File: src/rtl/chsel_pkg.sv
package chsel_pkg;
   typedef enum logic [2:0] {
      ST_IDLE = 3'd0,
      ST_ADDR = 3'd1,
      ST_AACK = 3'd2,
      ST_WR   = 3'd3,
      ST_WACK = 3'd4,
      ST_RD   = 3'd5,
      ST_RACK = 3'd6,
      ST_SKIP = 3'd7
   } state_e;

   localparam int BYTE_W = 8;
endpackage

File: src/rtl/bus_deglitch.sv
module bus_deglitch #(
   parameter int CYC = 5
) (
   input  logic clk,
   input  logic rst_n,
   input  logic din,
   output logic dout
);
   localparam int CW = (CYC < 2) ? 1 : $clog2(CYC + 1);

   logic       s0, s1;
   logic [CW-1:0] cnt;

   always_ff @(posedge clk or negedge rst_n) begin
      if (!rst_n) begin
         s0   <= 1'b1;
         s1   <= 1'b1;
         dout <= 1'b1;
         cnt  <= '0;
      end else begin
         s0 <= din;
         s1 <= s0;
         if (s1 != dout) begin
            if (cnt == CW'(CYC - 1)) begin
               dout <= s1;
               cnt  <= '0;
            end else begin
               cnt <= cnt + 1'b1;
            end
         end else begin
            cnt <= '0;
         end
      end
   end
endmodule

File: src/rtl/bus_event_det.sv
module bus_event_det (
   input  logic clk,
   input  logic rst_n,
   input  logic scl,
   input  logic sda,
   output logic ev_start,
   output logic ev_stop,
   output logic ev_rise,
   output logic ev_fall
);
   logic scl_q, sda_q;

   always_ff @(posedge clk or negedge rst_n) begin
      if (!rst_n) begin
         scl_q <= 1'b1;
         sda_q <= 1'b1;
      end else begin
         scl_q <= scl;
         sda_q <= sda;
      end
   end

   always_comb begin
      ev_start = scl & scl_q & sda_q & ~sda;
      ev_stop  = scl & scl_q & ~sda_q & sda;
      ev_rise  = scl & ~scl_q;
      ev_fall  = ~scl & scl_q;
   end
endmodule

File: src/rtl/chsel_engine.sv
module chsel_engine
   import chsel_pkg::*;
#(
   parameter int         NCH     = 4,
   parameter logic [4:0] ADDR_HI = 5'b11100
) (
   input  logic           clk,
   input  logic           rst_n,
   input  logic           sda,
   input  logic           ev_start,
   input  logic           ev_stop,
   input  logic           ev_rise,
   input  logic           ev_fall,
   input  logic [1:0]     strap,
   input  logic [NCH-1:0] irq_act,
   output logic           pull,
   output logic [NCH-1:0] chan,
   output state_e         st
);
   localparam int CNTW = $clog2(BYTE_W + 1);

   logic [BYTE_W-1:0] sh;
   logic [BYTE_W-1:0] tx;
   logic [CNTW-1:0]   cnt;
   logic [NCH-1:0]    pend;
   logic              pend_v;
   logic              rw;
   logic              more;
   logic [BYTE_W-1:0] status;

   assign status = {irq_act, chan};

   always_ff @(posedge clk or negedge rst_n) begin
      if (!rst_n) begin
         st     <= ST_IDLE;
         sh     <= '0;
         tx     <= '0;
         cnt    <= '0;
         pend   <= '0;
         pend_v <= 1'b0;
         rw     <= 1'b0;
         more   <= 1'b0;
         pull   <= 1'b0;
         chan   <= '0;
      end else if (ev_start) begin
         st   <= ST_ADDR;
         cnt  <= '0;
         pull <= 1'b0;
      end else if (ev_stop) begin
         st     <= ST_IDLE;
         pull   <= 1'b0;
         pend_v <= 1'b0;
         if (pend_v) chan <= pend;
      end else begin
         unique case (st)
            ST_ADDR, ST_WR: begin
               if (ev_rise) begin
                  sh  <= {sh[BYTE_W-2:0], sda};
                  cnt <= cnt + 1'b1;
               end else if (ev_fall && cnt == CNTW'(BYTE_W)) begin
                  if (st == ST_WR) begin
                     pend   <= sh[NCH-1:0];
                     pend_v <= 1'b1;
                     pull   <= 1'b1;
                     st     <= ST_WACK;
                  end else if (sh[7:1] == {ADDR_HI, strap}) begin
                     rw   <= sh[0];
                     pull <= 1'b1;
                     st   <= ST_AACK;
                  end else begin
                     st <= ST_SKIP;
                  end
               end
            end
            ST_AACK, ST_WACK: begin
               if (ev_fall) begin
                  cnt <= '0;
                  if (st == ST_AACK && rw) begin
                     tx   <= status;
                     pull <= ~status[BYTE_W-1];
                     st   <= ST_RD;
                  end else begin
                     pull <= 1'b0;
                     st   <= ST_WR;
                  end
               end
            end
            ST_RD: begin
               if (ev_rise) begin
                  cnt <= cnt + 1'b1;
               end else if (ev_fall) begin
                  if (cnt == CNTW'(BYTE_W)) begin
                     pull <= 1'b0;
                     st   <= ST_RACK;
                  end else begin
                     tx   <= {tx[BYTE_W-2:0], 1'b0};
                     pull <= ~tx[BYTE_W-2];
                  end
               end
            end
            ST_RACK: begin
               if (ev_rise) begin
                  more <= ~sda;
               end else if (ev_fall) begin
                  cnt <= '0;
                  if (more) begin
                     tx   <= status;
                     pull <= ~status[BYTE_W-1];
                     st   <= ST_RD;
                  end else begin
                     st <= ST_SKIP;
                  end
               end
            end
            default: ;
         endcase
      end
   end
endmodule

File: src/rtl/i2c_chsel_switch.sv
module i2c_chsel_switch
   import chsel_pkg::*;
#(
   parameter int         NCH      = 4,
   parameter int         FILT_CYC = 5,
   parameter logic [4:0] ADDR_HI  = 5'b11100
) (
   input  logic           clk,
   input  logic           por_n,
   input  logic           ext_rst_n,
   input  logic           scl_in,
   input  logic           sda_in,
   input  logic [1:0]     strap,
   input  logic [NCH-1:0] irq_n,
   output logic           sda_oe,
   output logic [NCH-1:0] chan_en
);
   localparam int NLINE = 2;

   if (NCH * 2 != BYTE_W) begin : g_bad_nch
      $error("NCH must fill half of the status byte");
   end
   if (FILT_CYC < 1) begin : g_bad_filt
      $error("FILT_CYC must be at least 1");
   end

   logic             rst_n_i;
   logic [NLINE-1:0] raw_ln, flt_ln;
   logic             ev_start, ev_stop, ev_rise, ev_fall;
   logic [NCH-1:0]   irq_s0, irq_s1;
   state_e           eng_st;

   assign rst_n_i = por_n & ext_rst_n;
   assign raw_ln  = {sda_in, scl_in};

   for (genvar i = 0; i < NLINE; i++) begin : g_line
      bus_deglitch #(.CYC(FILT_CYC)) u_flt (
         .clk  (clk),
         .rst_n(rst_n_i),
         .din  (raw_ln[i]),
         .dout (flt_ln[i])
      );
   end

   always_ff @(posedge clk or negedge rst_n_i) begin
      if (!rst_n_i) begin
         irq_s0 <= '1;
         irq_s1 <= '1;
      end else begin
         irq_s0 <= irq_n;
         irq_s1 <= irq_s0;
      end
   end

   bus_event_det u_det (
      .clk     (clk),
      .rst_n   (rst_n_i),
      .scl     (flt_ln[0]),
      .sda     (flt_ln[1]),
      .ev_start(ev_start),
      .ev_stop (ev_stop),
      .ev_rise (ev_rise),
      .ev_fall (ev_fall)
   );

   chsel_engine #(.NCH(NCH), .ADDR_HI(ADDR_HI)) u_eng (
      .clk     (clk),
      .rst_n   (rst_n_i),
      .sda     (flt_ln[1]),
      .ev_start(ev_start),
      .ev_stop (ev_stop),
      .ev_rise (ev_rise),
      .ev_fall (ev_fall),
      .strap   (strap),
      .irq_act (~irq_s1),
      .pull    (sda_oe),
      .chan    (chan_en),
      .st      (eng_st)
   );
endmodule

File: config.mk
export PLATFORM = sky130hd
export DESIGN_NAME = i2c_chsel_switch
export DESIGN_NICKNAME = d
export VERILOG_FILES = /design/src/rtl/chsel_pkg.sv /design/src/rtl/bus_deglitch.sv /design/src/rtl/bus_event_det.sv /design/src/rtl/chsel_engine.sv /design/src/rtl/i2c_chsel_switch.sv
export SDC_FILE = /design/constraint.sdc
export NUM_CORES = 1
export LEC_CHECK = 0
export ABC_AREA = 1
export BUFFER_PORTS_ARGS = -buffer_cell sky130_fd_sc_hd__buf_2
export CAP_MARGIN = 20
export CELL_PAD_IN_SITES_DETAIL_PLACEMENT = 2
export CELL_PAD_IN_SITES_GLOBAL_PLACEMENT = 2
export CORE_AREA = 2 2 85 87
export DETAILED_ROUTE_END_ITERATION = 12
export DIE_AREA = 0 0 87 89
export PLACE_DENSITY = 0.86
export RECOVER_POWER = 100
export SLEW_MARGIN = 20
export SYNTH_ARGS = -nofsm -noshare
export SYNTH_HDL_FRONTEND = slang
export SYNTH_SLANG_ARGS = --single-unit
File: constraint.sdc
create_clock -name clk -period 3.1 [get_ports clk]
set_input_delay 0.155 -clock clk [delete_from_list [all_inputs] [get_ports clk]]
set_output_delay 0.155 -clock clk [all_outputs]
set_load 0.02 [all_outputs]
==> results of run 1 <==
==> area by class of cell <==
| type | count | area, um2 | area share [%] |
|---|---|---|---|
| clock inverters | 3 | 21.3 | 0.731 |
| multi-input cells | 210 | 990 | 34.0 |
| clock buffers | 5 | 68.8 | 2.36 |
| flip-flops and latches | 56 | 1420 | 48.8 |
| inverters | 41 | 154 | 5.29 |
| well taps | 80 | 100 | 3.44 |
| repair buffers | 24 | 156 | 5.37 |
==> state kept, by name (all words and copies together) (netlist names), 2 cells and up <==
register	flops
u_eng.cnt	4
u_eng.pend	4
g_line.u_flt.s1	2
irq_s1	4
u_eng.st	3
g_line.u_flt.dout	2
g_line.u_flt.cnt	6
g_line.u_flt.s0	2
u_eng.chan	4
u_eng.sh	8
irq_s0	4
u_eng.tx	7
==> cell families after synthesis <==
group / Yosys count / synth area share [%]
fa+ha+maj: 6 / 2.87
compound gates: 36 / 7.23
xor+xnor: 4 / 1.34
buf+inv: 44 / 6.56
mux: 4 / 1.72
simple gates: 160 / 25.9
flops: 56 / 54.4
==> worst max-delay path: cells and delay by family <==
family / cells / cell delay, ns
buffers and inverters: 5 / 2.42
AND/OR/NAND/NOR: 1 / 0.04
==> power breakdown <==
part / total (uW) / internal [uW] / switching [uW]
sequential: 1110 / 944 / 170
combinational: 1090 / 333 / 757
clock: 427 / 161 / 265
total: 2630 / 1440 / 1190
==> final timing paths <==
check / from / to / slack (ns) / cells after the start
min in group asynchronous: por_n / g_line[0].u_flt.cnt[0]$_DFF_PN0_ / 0.61 / 4
setup reg to reg: g_line[1].u_flt.dout$_DFFE_PN1P_ / u_eng.tx[6]$_DFFE_PN0P_ / 0.95 / 8
setup / recovery: ext_rst_n / irq_s1[1]$_DFF_PN1_ / 0.91 / 6
max in group clk: g_line[1].u_flt.dout$_DFFE_PN1P_ / u_eng.tx[6]$_DFFE_PN0P_ / 0.95 / 8
hold / removal: g_line[1].u_flt.s0$_DFF_PN1_ / g_line[1].u_flt.s1$_DFF_PN1_ / 0.36 / 0
hold reg to reg: g_line[1].u_flt.s0$_DFF_PN1_ / g_line[1].u_flt.s1$_DFF_PN1_ / 0.36 / 0
==> through the flow <==
stage          cell area (um2)  utilization, %  hold slack [ns]
3_5_place_dp              2780            41.4            0.255
4_1_cts                   2950            43.9            0.363
3_3_place_gp              2780            41.4            0.238
6_report                  2910            43.3            0.363
2_1_floorplan             2620               -            0.159
5_1_grt                   2910            43.3            0.366
==> placed cells by master, fill, tap and decap left out, drive strengths merged, types with 2 or more instances in the layout <==
cell         Yosys  layout
o22ai            3       3
inv             41      42
nand3           22      22
xnor2            2       2
nor2            35      35
buf              3      11
nand2           99      99
ha               6       6
dfstp           16      16
mux2             4       4
dfrtp           40      40
dlygate4sd3      0       8
nand3b           2       2
a21oi            7       7
xor2             2       2
o21ai           24      24
clkbuf           0      10
==> routing by layer <==
layer | global-route usage [%] | up-vias | share of wire [%]
met5 | 0 | - | 0
met1 | 25.7 | 1071 | 45
met4 | 4.40 | 0 | 0.84
met2 | 37.3 | 15 | 52
met3 | 3.97 | 6 | 2.1
li1 | - | 1022 | -
==> out/metrics.csv, run 1 <==
metric,value,unit
grt_pass1_wl,12300,um
fin_crit_sh,70.6,%
ys_warn_count,0,
overflow,0,
drive_gt1_share,12.1,%
die_x,87,um
fillers,798,
ant_nets,0,
async_reset_ff_share,100,%
viasPerCell,5.05,
yosys.area.top_type,dfrtp_1,
yosysMostFrequentCell,nand2_1,
first_pass_iters,4,
synth_fp_nets,327,
cp_max_fo,33,
clockRootBuffer,clkbuf_8,
maxSlewViolCount,0,
synthDistinctLibCells,26,
drt_first_iter_violations,52,
fin_nets,355,
clock_latency,0.32,ns
die_h,89,um
ys_ff_latch,56,
synth_area,2620,um2
rows,30,
endpoint_kind,async pin,
synth_edf_count,0,
placed_cells,403,
hold_viol,0,
clockBufferDepth,2,
setup_violations,0,
synth_area_leaders,"dfrtp_1 (38%), dfstp_2 (16%), nand2_1 (14%)",
grt_max_degree,34,
fp.dieArea,7740,um2
status,"finished, final reports clean",
yosysSeqAreaShare,54.4,%
fin_tns_setup,0,ns
area_growth,11.3,%
fp.coreArea,6720,um2
io_buffers,15,
io_pins,16,
antenna_found_initial,0,
cts_tree,yes,
ys.flop_type,dfrtp_1,
rsz0062_at_grt,no,
worst_path_most_repeated_cell,dlygate4sd3_1,
total_power,2630,uW
power_density,904,nW/um2
grt_usage,20.6,%
htreeDepth,2,
worst_pin_slew,0.948,ns
cts_hold_buf,8,
cp_slowest_cell,inv_1,
place_ws,1.12,ns
critPathLaunchType,primary input,
wirelength,7050,um
slew_headroom,36.7,%
fin_crit,2.19,ns
wl_per_cell,16.8,um
routabilityCongestion,0.866,
critical_path_class,primary input to async pin,
clock_skew,0.00715,ns
avgSynthCellArea,8.44,um2
hpwl,4950,um
hp-class,flip-flop to flip-flop,
path_clk_slew,0.11,ns
slowest_delay,0.69,ns
crit_arrival,2.62,ns
start_util,38.9,%
synth_commonest_cells,"nand2_1 (96), dfrtp_1 (40), inv_1 (38)",
post_synth_inst_count,310,
first_global_vias,2416,
maxCapViolations,0,
remaining_drc_errors,0,
cts.repair.resized,0,
setup_ws,0.911,ns
ir_drop,0.281,mV
p_leak,0.00148,uW
stdcell_count,419,
synth_top_area_share,38.3,%
cts_num_sinks,56,
cts-buffers-inserted,5,
cp.required,3.54,ns
crit_chain,dlygate4sd3_1 -> buf_2 -> nand2_1 -> dlygate4sd3_1 -> inv_1 -> buf_4,
vias,2114,
diodes,0,
postCtsSetupBuffers,0,
fmax,0.457,GHz
(Power assumes the default switching activity.)
==> run 2, diff against run 1 <==
--- a/config.mk
+++ b/config.mk
@@ -10,10 +10,10 @@
 export CAP_MARGIN = 20
 export CELL_PAD_IN_SITES_DETAIL_PLACEMENT = 2
 export CELL_PAD_IN_SITES_GLOBAL_PLACEMENT = 2
-export CORE_AREA = 2 2 85 87
+export CORE_AREA = 2 2 93 95
 export DETAILED_ROUTE_END_ITERATION = 12
-export DIE_AREA = 0 0 87 89
-export PLACE_DENSITY = 0.86
+export DIE_AREA = 0 0 95 97
+export PLACE_DENSITY = 0.76
 export RECOVER_POWER = 100
 export SLEW_MARGIN = 20
 export SYNTH_ARGS = -nofsm -noshare
==> constraint.sdc (replaced) <==
create_clock -name clk -period 1.9 [get_ports clk]
set_input_delay 0.095 -clock clk [delete_from_list [all_inputs] [get_ports clk]]
set_output_delay 0.095 -clock clk [all_outputs]
set_load 0.02 [all_outputs]
==> run 2 against run 1 <==
Effect of this change: critical path depth is 3 higher; clock power increased by 63%; clock-buffer cell count did not move; sequential share of layout area shrank 1.4 points; sequential power increased by 63%; register-to-register slack got worse by 0.83 ns; largest cell class unchanged; routed wire length decreased by 8.1%; first-iteration DRC count rose by 1.9%; clock skew barely moved.
==> out/metrics.csv, run 2 (same netlist as run 1, synthesis figures left out) <==
metric,value,unit
rr_startpoint,u_eng.cnt[0]$_DFFE_PN0P_,
first_global_vias,2289,
fin_tns_setup,0,ns
ant_nets,0,
slew_headroom,62.5,%
maxCapViolations,0,
first_pass_iters,4,
regMostFlops,u_eng.sh,
ir_drop,0.530,mV
maxSlewViolCount,0,
fin_crit,1.78,ns
finalInstanceArea,3000,um2
worst_path_most_repeated_cell,nand2_1,
place_ws,0.120,ns
crit_chain,inv_1 -> ha_1 -> nand3_1 -> nor2_1 -> nor2_1 -> nand2_1 -> nand2_1 -> o21bai_1 -> nand2_1,
rows,33,
routabilityCongestion,0.768,
final_common_cell,nand2_1,
die_h,97,um
cp.required,2.10,ns
startpoint,u_eng.cnt[0]$_DFFE_PN0P_,
clockBufferDepth,2,
htreeDepth,2,
diodes,0,
antenna_found_initial,0,
fin_nets,357,
io_buffers,15,
reg_top3,"u_eng.sh (8), u_eng.tx (7), g_line.u_flt.cnt (6)",
path_clk_slew,0.11,ns
postCtsSetupBuffers,0,
die_x,95,um
fin_crit_sh,93.9,%
p_leak,0.00149,uW
vias,2056,
hpwl,4920,um
largest_reg_flops,8,
wl_per_cell,14.5,um
fp.coreArea,8130,um2
grt_usage,15.5,%
overflow,0,
reg2reg_slack,0.12,ns
drt_first_iter_violations,53,
wirelength,6480,um
cp_slowest_cell,dfrtp_1,
cts_num_sinks,56,
viasPerCell,4.61,
clock_skew,0.00679,ns
placed_cells,430,
clockRootBuffer,clkbuf_8,
grt_max_degree,33,
hold_ws,0.363,ns
critPathLaunchType,flip-flop,
hold_viol,0,
cp_max_fo,3,
fp.dieArea,9220,um2
cts_tree,yes,
slowest_delay,0.41,ns
reg2reg_to,u_eng.pull$_DFFE_PN0P_,
area_growth,14.7,%
endpoint_kind,flip-flop,
io_pins,16,
grt_pass1_wl,11400,um
power_density,1450,nW/um2
post_dp_cell_area,2840,um2
setup_violations,0,
cts-buffers-inserted,5,
start_util,32.1,%
fmax,0.561,GHz
status,"finished, final reports clean",
endpoint,u_eng.pull$_DFFE_PN0P_,
worst_pin_slew,0.562,ns
hp-class,flip-flop to flip-flop,
remaining_drc_errors,0,
clock_latency,0.31,ns
crit_arrival,1.99,ns
worst-r2r-cell-count,9,
setup_ws,0.117,ns
drive_gt1_share,15.5,%
stdcell_count,446,
critical_path_class,flip-flop to flip-flop,
mostFrequentLayoutCells,"nand2_1 (97), dfrtp_1 (40), inv_1 (37)",
run 2: report_power, final:
group	total [uW]	switching (uW)	internal [uW]	leakage (uW)
sequential	1810	272	1540	0.000695
clock	697	427	270	0.0000423
combinational	1830	1230	601	0.000754
run 2: layout make-up:
cell class              count  area [um2]
repair buffers             26         171
inverters                  41         154
multi-input cells         210        1030
flip-flops and latches     56        1420
well taps                 105         131
clock inverters             3        26.3
clock buffers               5        68.8
fillers                   910        5130
run 2: metal layers:
metal,vias to the layer above,share of wire (%),global-route usage [%]
met3,2,1.2,2.10
met2,9,53,27.2
met1,1020,46,20.5
li1,1025,-,-
met4,0,0.59,2.68
met5,-,0,0
run 2: critical path: cells and delay by family, from the launching register on:
family / cells / cell delay (ns)
AND/OR/NAND/NOR: 6 / 0.82
flip-flops: 1 / 0.41
AO/OA/AOI/OAI: 1 / 0.17
adder cells (fa/ha/maj): 1 / 0.16
buffers and inverters: 1 / 0.10
run 2: repair_timing:
item	4_1_cts	5_1_grt
gates resized for setup	0	2
hold buffers	8	0
endpoints found under the hold margin	22	0
setup endpoints to repair	0	8
run 2: worst min-delay path by stage:
| stage | from | endpoint | slack, ns | cells after the start |
|---|---|---|---|---|
| after floorplan | scl_in | g_line[0].u_flt.s0$_DFF_PN1_ | 0.1 | 0 |
| after global placement | sda_in | g_line[1].u_flt.s0$_DFF_PN1_ | 0.20 | 1 |
| after detailed placement | irq_n[1] | irq_s0[1]$_DFF_PN1_ | 0.20 | 1 |
| after CTS | irq_s0[1]$_DFF_PN1_ | irq_s1[1]$_DFF_PN1_ | 0.37 | 0 |
| after global routing | irq_s0[1]$_DFF_PN1_ | irq_s1[1]$_DFF_PN1_ | 0.37 | 0 |
| final | irq_s0[1]$_DFF_PN1_ | irq_s1[1]$_DFF_PN1_ | 0.36 | 0 |
run 2: through the flow:
step                util (%)  total power (uW)
floorplan                  -              3170
global placement        34.9              3590
detailed placement      34.9              3700
CTS                     37.1              4440
global route            36.9              4800
finish                  36.9              4340
==> run 3, diff against run 2 <==
--- a/config.mk
+++ b/config.mk
@@ -11,6 +11,7 @@
 export CELL_PAD_IN_SITES_DETAIL_PLACEMENT = 2
 export CELL_PAD_IN_SITES_GLOBAL_PLACEMENT = 2
 export CORE_AREA = 2 2 93 95
+export CTS_BUF_LIST = sky130_fd_sc_hd__clkbuf_16
 export DETAILED_ROUTE_END_ITERATION = 12
 export DIE_AREA = 0 0 95 97
 export PLACE_DENSITY = 0.76
==> run 3 against run 2 <==
Effect of this change: register-to-register slack improved by 0.05 ns; cell count did not move; clock-buffer cell count did not move; non-clock buffer count did not move; power rose by 5.8%; sequential power barely moved; maximum frequency rose by 2.8%; critical path depth fell by 2; clock skew fell by 0.0025 ns; largest power group unchanged.
==> out/metrics.csv, run 3 (same netlist as run 1, synthesis figures left out) <==
metric,value,unit
reg_top3,"u_eng.sh (8), u_eng.tx (7), g_line.u_flt.cnt (6)",
mostFrequentLayoutCells,"nand2_1 (98), dfrtp_1 (40), inv_1 (37)",
p_comb_share,39.6,%
ant_nets,0,
post_dp_cell_area,2840,um2
worst_pin_slew,0.581,ns
overflow,0,
vias,2080,
start_util,32.1,%
diodes,0,
clockRootBuffer,clkbuf_16,
hpwl,4920,um
grt_pass1_wl,11400,um
clockBufferDepth,2,
wl_per_cell,14.6,um
crit_arrival,1.92,ns
pwr-share-seq,39.4,%
fin_tns_setup,0,ns
hold_viol,0,
grt_max_degree,33,
power_density,1500,nW/um2
first_pass_iters,4,
antenna_found_initial,0,
status,"finished, final reports clean",
total_power,4590,uW
fmax,0.576,GHz
clock_skew,0.00429,ns
fp.dieArea,9220,um2
critical_path_class,flip-flop to flip-flop,
largest_reg_flops,8,
power_frac_clock,21.0,%
fin_nets,357,
io_buffers,15,
hp-class,flip-flop to flip-flop,
stdcell_count,446,
endpoint_kind,flip-flop,
grt_usage,15.7,%
rsz0062_at_grt,no,
cts_tree,yes,
p_switching,1950,uW
clock_latency,0.29,ns
drt_first_iter_violations,42,
ir_drop,0.519,mV
area_growth,16.9,%
fin_crit,1.74,ns
die_h,97,um
placed_cells,430,
first_global_vias,2313,
fp.coreArea,8130,um2
maxSlewViolCount,0,
cp.required,2.09,ns
cp_max_fo,7,
final_common_cell,nand2_1,
drive_gt1_share,15.2,%
p_int,2640,uW
cts_num_sinks,56,
remaining_drc_errors,0,
regMostFlops,u_eng.sh,
rows,33,
finalInstanceArea,3060,um2
routabilityCongestion,0.768,
slew_headroom,61.2,%
cts-buffers-inserted,5,
fin_crit_sh,91.3,%
io_pins,16,
maxCapViolations,0,
setup_violations,0,
sw_frac_of_total,42.5,%
critPathLaunchType,flip-flop,
p_leak,0.00152,uW
path_clk_slew,0.08,ns
wirelength,6520,um
htreeDepth,2,
viasPerCell,4.66,
die_x,95,um
run 3: final cells by class:
type,count,area (um2)
fillers,902,5080
flip-flops and latches,56,1420
multi-input cells,210,1020
repair buffers,26,181
inverters,41,154
well taps,105,131
clock buffers,5,125
clock inverters,3,26.3
run 3: layer usage:
metal	share of wire, %	vias up	GRT usage (%)
met4	0.87	0	3.01
met3	1.9	6	2.57
met2	51	15	27.5
met5	0	-	0
li1	-	1026	-
met1	46	1033	20.3
run 3: what timing repair did:
action                     CTS  global route
hold buffers                 8             0
setup endpoints to repair    0             7
setup buffers                0             0
resized for setup            0             1
hold endpoints to repair    22             0
run 3: worst paths after layout:
check | slack (ns) | end | cells past startpoint | from
worst min-delay path | 0.36 | irq_s1[1]$_DFF_PN1_ | 0 | irq_s0[1]$_DFF_PN1_
worst max-delay path | 0.16 | u_eng.pull$_DFFE_PN0P_ | 7 | g_line[0].u_flt.dout$_DFFE_PN1P_
worst max register to register | 0.16 | u_eng.pull$_DFFE_PN0P_ | 7 | g_line[0].u_flt.dout$_DFFE_PN1P_
max in group asynchronous | 0.29 | g_line[1].u_flt.dout$_DFFE_PN1P_ | 6 | ext_rst_n
worst min register to register | 0.36 | irq_s1[1]$_DFF_PN1_ | 0 | irq_s0[1]$_DFF_PN1_
min in group asynchronous | 0.44 | u_eng.st[2]$_DFFE_PN0P_ | 4 | por_n
run 3: power by group through the flow:
stage / registers [uW] / logic [uW] / clock network (uW)
3_5_place_dp: 1840 / 1860 / 0
4_1_cts: 1830 / 1890 / 995
3_3_place_gp: 1820 / 1770 / 0
6_report: 1810 / 1820 / 965
2_1_floorplan: 1770 / 1390 / 0
5_1_grt: 1860 / 2140 / 1050
run 3: stage by stage:
step	setup slack, ns	utilization (%)	hold slack (ns)
after detailed placement	0.120	34.9	0.203
final	0.165	37.6	0.359
after floorplan	0.418	-	0.0995
after global placement	0.194	34.9	0.201
after global routing	0.00903	37.6	0.361
after CTS	0.0954	37.7	0.360
run 3: worst max-delay path, cell delays in order, from the launching register on:
cell	delay, ns
dfstp_1	0.66
nand2_1	0.15
nor2_1	0.21
nor2_2	0.10
nand3_1	0.15
nand2_1	0.11
o21bai_1	0.17
nand2_1	0.07
